===== src/rtl/krx_pkg.sv =====
package krx_pkg;
    typedef logic [7:0] byte_t;

    typedef enum logic {
        ST_HEAD = 1'b0,
        ST_BODY = 1'b1
    } krx_state_e;
endpackage


===== src/rtl/krx_gap_timer.sv =====
module krx_gap_timer #(
    parameter int GAP_CYCLES = 1000
) (
    input  logic clk,
    input  logic rst_n,
    input  logic armed,
    input  logic byte_seen,
    output logic expired
);
    localparam int CNT_W = $clog2(GAP_CYCLES + 1);
    localparam logic [CNT_W-1:0] LAST = CNT_W'(GAP_CYCLES - 1);

    typedef struct packed {
        logic [CNT_W-1:0] cnt;
    } tmr_t;

    tmr_t tmr_d, tmr_q;

    always_comb begin
        tmr_d   = tmr_q;
        expired = 1'b0;
        if (!armed || byte_seen) begin
            tmr_d.cnt = '0;
        end else if (tmr_q.cnt == LAST) begin
            expired   = 1'b1;
            tmr_d.cnt = '0;
        end else begin
            tmr_d.cnt = tmr_q.cnt + 1'b1;
        end
    end

    always_ff @(posedge clk or negedge rst_n) begin
        if (!rst_n) tmr_q <= '0;
        else        tmr_q <= tmr_d;
    end
endmodule


===== src/rtl/krx_sum_acc.sv =====
module krx_sum_acc
    import krx_pkg::*;
(
    input  logic  clk,
    input  logic  rst_n,
    input  logic  clr,
    input  logic  add,
    input  byte_t data,
    output byte_t sum
);
    typedef struct packed {
        byte_t acc;
    } acc_t;

    acc_t acc_d, acc_q;

    always_comb begin
        acc_d = acc_q;
        if (clr)      acc_d.acc = '0;
        else if (add) acc_d.acc = acc_q.acc + data;
    end

    always_ff @(posedge clk or negedge rst_n) begin
        if (!rst_n) acc_q <= '0;
        else        acc_q <= acc_d;
    end

    assign sum = acc_q.acc;
endmodule


===== src/rtl/krx_frame_fsm.sv =====
module krx_frame_fsm
    import krx_pkg::*;
#(
    parameter int HDR_LEN = 4
) (
    input  logic  clk,
    input  logic  rst_n,
    input  logic  in_valid,
    input  byte_t in_byte,
    input  byte_t run_sum,
    input  logic  gap_expired,
    output logic  mid_frame,
    output logic  sum_clr,
    output logic  sum_add,
    output logic  o_valid,
    output byte_t o_data,
    output logic  o_sof,
    output logic  o_eof,
    output logic  o_good,
    output logic  o_bad
);
    localparam int IDX_W = $clog2(HDR_LEN + 1);
    localparam logic [IDX_W-1:0] HDR_LAST = IDX_W'(HDR_LEN - 1);

    typedef struct packed {
        krx_state_e       st;
        logic [IDX_W-1:0] idx;
        logic [8:0]       remain;
        logic             vld;
        byte_t            dat;
        logic             sof;
        logic             eof;
        logic             good;
        logic             bad;
    } fsm_t;

    fsm_t fsm_d, fsm_q;

    always_comb begin
        fsm_d      = fsm_q;
        fsm_d.vld  = 1'b0;
        fsm_d.sof  = 1'b0;
        fsm_d.eof  = 1'b0;
        fsm_d.good = 1'b0;
        fsm_d.bad  = 1'b0;
        sum_clr    = 1'b0;
        sum_add    = 1'b0;

        if (gap_expired) begin
            fsm_d.st     = ST_HEAD;
            fsm_d.idx    = '0;
            fsm_d.remain = '0;
            sum_clr      = 1'b1;
        end else if (in_valid) begin
            fsm_d.vld = 1'b1;
            fsm_d.dat = in_byte;
            if (fsm_q.st == ST_HEAD) begin
                sum_add   = 1'b1;
                fsm_d.sof = (fsm_q.idx == '0);
                if (fsm_q.idx == HDR_LAST) begin
                    fsm_d.st     = ST_BODY;
                    fsm_d.idx    = '0;
                    fsm_d.remain = {1'b0, in_byte} + 9'd1;
                end else begin
                    fsm_d.idx = fsm_q.idx + 1'b1;
                end
            end else if (fsm_q.remain == 9'd1) begin
                fsm_d.eof    = 1'b1;
                fsm_d.good   = (in_byte == run_sum);
                fsm_d.bad    = (in_byte != run_sum);
                fsm_d.st     = ST_HEAD;
                fsm_d.remain = '0;
                sum_clr      = 1'b1;
            end else begin
                fsm_d.remain = fsm_q.remain - 9'd1;
                sum_add      = 1'b1;
            end
        end
    end

    always_ff @(posedge clk or negedge rst_n) begin
        if (!rst_n) fsm_q <= '0;
        else        fsm_q <= fsm_d;
    end

    assign mid_frame = (fsm_q.st == ST_BODY) || (fsm_q.idx != '0);
    assign o_valid   = fsm_q.vld;
    assign o_data    = fsm_q.dat;
    assign o_sof     = fsm_q.sof;
    assign o_eof     = fsm_q.eof;
    assign o_good    = fsm_q.good;
    assign o_bad     = fsm_q.bad;
endmodule


===== src/rtl/kline_resp_rx.sv =====
module kline_resp_rx
    import krx_pkg::*;
#(
    parameter int HDR_LEN    = 4,
    parameter int GAP_CYCLES = 1000
) (
    input  logic       clk,
    input  logic       rst_n,
    input  logic       rx_valid,
    input  logic [7:0] rx_data,
    output logic       fr_valid,
    output logic [7:0] fr_data,
    output logic       fr_sof,
    output logic       fr_eof,
    output logic       fr_good,
    output logic       fr_bad
);
    logic  mid_frame;
    logic  gap_expired;
    logic  sum_clr;
    logic  sum_add;
    byte_t run_sum;

    krx_gap_timer #(.GAP_CYCLES(GAP_CYCLES)) u_gap (
        .clk       (clk),
        .rst_n     (rst_n),
        .armed     (mid_frame),
        .byte_seen (rx_valid),
        .expired   (gap_expired)
    );

    krx_sum_acc u_sum (
        .clk   (clk),
        .rst_n (rst_n),
        .clr   (sum_clr),
        .add   (sum_add),
        .data  (rx_data),
        .sum   (run_sum)
    );

    krx_frame_fsm #(.HDR_LEN(HDR_LEN)) u_fsm (
        .clk         (clk),
        .rst_n       (rst_n),
        .in_valid    (rx_valid),
        .in_byte     (rx_data),
        .run_sum     (run_sum),
        .gap_expired (gap_expired),
        .mid_frame   (mid_frame),
        .sum_clr     (sum_clr),
        .sum_add     (sum_add),
        .o_valid     (fr_valid),
        .o_data      (fr_data),
        .o_sof       (fr_sof),
        .o_eof       (fr_eof),
        .o_good      (fr_good),
        .o_bad       (fr_bad)
    );
endmodule


===== config.mk =====
export PLATFORM = sky130hd
export DESIGN_NAME = kline_resp_rx
export DESIGN_NICKNAME = d
export VERILOG_FILES = /design/src/rtl/krx_pkg.sv /design/src/rtl/krx_gap_timer.sv /design/src/rtl/krx_sum_acc.sv /design/src/rtl/krx_frame_fsm.sv /design/src/rtl/kline_resp_rx.sv
export SDC_FILE = /design/constraint.sdc
export NUM_CORES = 1
export LEC_CHECK = 0
export ABC_CLOCK_PERIOD_IN_PS = 6450
export BUFFER_PORTS_ARGS = -buffer_cell sky130_fd_sc_hd__buf_2
export CORE_MARGIN = 3
export CORE_UTILIZATION = 50
export CTS_BUF_LIST = sky130_fd_sc_hd__clkbuf_2 sky130_fd_sc_hd__clkbuf_4 sky130_fd_sc_hd__clkbuf_8
export DETAILED_ROUTE_END_ITERATION = 16
export PLACE_DENSITY = 0.69
export SLEW_MARGIN = 20
export SYNTH_ARGS = -nofsm -noshare
export SYNTH_HDL_FRONTEND = slang
export SYNTH_HIERARCHICAL = 1
export SYNTH_SLANG_ARGS = --single-unit

===== constraint.sdc =====
create_clock -name clk -period 6.45 [get_ports clk]
set_input_delay 1.6125 -clock clk [delete_from_list [all_inputs] [get_ports clk]]
set_output_delay 1.6125 -clock clk [all_outputs]
set_load 0.03 [all_outputs]

==> qor.csv <==
stage;metric;value;unit
power_and_ir_drop;power_per_cell_area;397;mW/mm^2
routing;routed_wl;5890;microns
grt;antenna_found_initial;0;
floorplanning;coreArea;0.00517;sq mm
floorplanning;fp.dieH;79.7;microns
clock_network;clk_pin_slew;0.10;ns
min_path;hold_path.class;reg2reg;
yosys;synth_flop_cell;dfrtp_1;
routing;via_count;2104;
power_and_ir_drop;power_leakage;1.33;nW
yosys;synth_seq_cells;44;
power_and_ir_drop;vdd.ir_drop.worst;0.218;mV
routing;wl_per_cell;15.9;microns
placement;place.gp.congestion;0.826;
routing;route.detailed.drc;0;
yosys;synthTopCellsByCount;nand2_1, dfrtp_1, nor2_1;
sta;final.setup.tns;0;ns
yosys;synth-edff-count;0;
sta;rsz0062_at_grt;no;
floorplanning;start_util;52.5;%
clock_network;root_buffer;clkbuf_8;
sta;max_freq;255;MHz
critical_path;cpMaxStageDelayCell;nor4_2;
clock_network;numCtsBuffers;5;
yosys;yosys-top-cells-area;dfrtp_1, nand2_1, ha_1;
yosys;ys_warn_count;6;
routing;viasPerCell;5.67;
floorplanning;die_area;0.00635;sq mm
critical_path;worstPathMaxFanout;18;
clock_network;worstSkewPairLatency;0.31;ns
sta;setup_viol;0;
yosys;netlist.area_leader.share;40.6;%
sta;period_minus_slack;3.92;ns
sta;slew_headroom;34.9;%
sta;hold_viol_final;0;
floorplanning;die_w;79.7;microns
clock_network;cts_sinks;44;
floorplanning;io_pins;24;
critical_path;critPathKind;in2reg;
critical_path;required;6.65;ns
routing;drt_iter0_drc;175;
sta;worst_slew_pin_slew;0.977;ns
yosys;synthCells;286;
placement;port-buffer-count;23;
yosys;synth_nets;311;
clock_network;cts_tree;built;
run;drv_cap;0;
sta;worst_slack;2.53;ns
floorplanning;rows;26;
placement;place_inst;363;
routing;first_pass_iters;4;
yosys;yosysMostFrequentCell;nand2_1;
routing;ant_nets;0;
sta;slew_viol_final;0;
placement;dp.final_hpwl;4100;microns
finish;fin_nets;325;
grt;grt_remaining_overflow;0;
clock_network;cts_hold_buffers;0;
clock_network;htree_levels;2;
finish;diodes;0;
critical_path;end_kind;register;
yosys;synth_area_per_cell;9.49;sq um
grt;grt_max_degree;45;
critical_path;cpMostUsedCell;nand2_1;
sta;clock_skew;0.00715;ns
finish;stdcell_count;371;
yosys;synthArstFlopShare;100;%
outcome;run_status;finished, final reports clean;
finish;synthToLayoutAreaGrowth;8.34;%
placement;pre_cts_ws;1.98;ns
critical_path;crit_path_cell_trace;buf_2 > inv_1 > nand2_1 > nor4_2 > nand2b_1 > nor2_2 > nand2_1 > o32ai_1 > or2_1 > nor3_1 > nor3b_2;
grt;grt_pass1_wl;10100;microns
critical_path;start_kind;input pin;
clock_network;postCtsResizedCells;0;
critical_path;cp.arrival;4.12;ns
yosys;synth_top_area_cell;dfrtp_1;
yosys;synth.distinct_cells;62;
critical_path;slowest_delay;0.65;ns
clock_network;post_cts_buffers;0;
finish;drive_gt1_share;15.3;%
yosys;ys_seq_area_share;40.6;%
clock_network;clock_path_buffers;2;
yosys;syn_area;0.00271;sq mm
grt;grt.total_usage;20.7;%
sta;fin_crit_sh;60.7;%
grt;grt_pass1_vias;2015;
==> layout make-up <==
class | count | area [sq um]
inverter | 13 | 48.8
sequential | 44 | 1100
multi-input combinational | 213 | 1470
clock buffer | 5 | 68.8
tap | 70 | 87.6
fill | 469 | 2230
timing repair buffer | 23 | 118
clock inverter | 3 | 46.3
==> critical path, delay by kind of cell <==
family | cells | cell delay, ns
compound gates | 1 | 0.07
buf+inv | 2 | 0.24
simple gates | 8 | 2.17
==> where the power goes <==
part	total, W	internal [W]	switching, W
clock	0.000226	0.000117	0.000109
sequential	0.000442	0.000353	0.0000896
combinational	0.000500	0.000233	0.000267
total	0.00117	0.000702	0.000465
==> worst paths after layout <==
kind | start | endpoint | slack [ns] | depth (start not counted)
max | rx_valid | u_sum/sum[7]$_DFFE_PN0P_ | 2.53 | 11
min | u_fsm/o_data[2]$_DFFE_PN0P_ | u_fsm/o_data[2]$_DFFE_PN0P_ | 0.49 | 2
max reg2reg | u_fsm/fsm_q[25]$_DFFE_PN0P_ | u_sum/sum[7]$_DFFE_PN0P_ | 2.74 | 11
min reg2reg | u_fsm/o_data[2]$_DFFE_PN0P_ | u_fsm/o_data[2]$_DFFE_PN0P_ | 0.49 | 2
max in group asynchronous | rst_n | u_fsm/o_eof$_DFF_PN0_ | 4.77 | 1
min in group asynchronous | rst_n | u_gap/tmr_q[5]$_DFF_PN0_ | 1.29 | 1
==> layer usage <==
layer	vias to the layer above	share of wire, %	GRT usage [%]
li1	1032	-	-
met1	1021	48	28.8
met2	38	46	31.6
met3	13	3.4	4.85
met4	0	2.0	6.70
met5	-	0	0
==> cell families after synthesis <==
kind of cell	synth area share [%]
mux	3.32
xor+xnor	8.07
flops	40.6
buf+inv	5.49
compound gates	13.8
simple gates	22.0
fa+ha+maj	6.73
==> cell usage in the layout, fill, tap and decap left out, types with 3 or more instances in the layout <==
cell	netlist	layout
buf_2	2	22
o31ai_1	3	3
inv_1	11	11
ha_1	13	13
xnor2_1	15	15
a21o_1	4	4
mux2i_1	9	9
xor2_1	10	10
nand3_1	10	10
a22o_1	4	4
nor2_1	19	19
clkbuf_8	0	5
nand2_1	47	47
a21oi_1	9	9
nand4_1	5	5
o21ai_0	9	9
nor3_1	5	5
dfrtp_1	44	44
==> metrics by stage <==
step / hold slack, ns / power (W) / util [%] / instance area [sq um]
final: 0.488 / 0.00117 / 56.8 / 2940
after floorplan: 0.447 / 0.000839 / - / 2710
after global placement: 0.471 / 0.000929 / 54.5 / 2820
after detailed placement: 0.462 / 0.000938 / 54.5 / 2820
after global routing: 0.502 / 0.00126 / 56.8 / 2940
after CTS: 0.490 / 0.00117 / 56.7 / 2930
==> flip-flops by register name (all words and copies together), names as in the netlist <==
signal and flops:
u_fsm/fsm_q 13, u_fsm/o_bad 1, u_fsm/o_data 8, u_fsm/o_eof 1
u_fsm/o_good 1, u_fsm/o_sof 1, u_fsm/o_valid 1, u_gap/tmr_q 10
u_sum/sum 8
(Power assumes the default switching activity.)
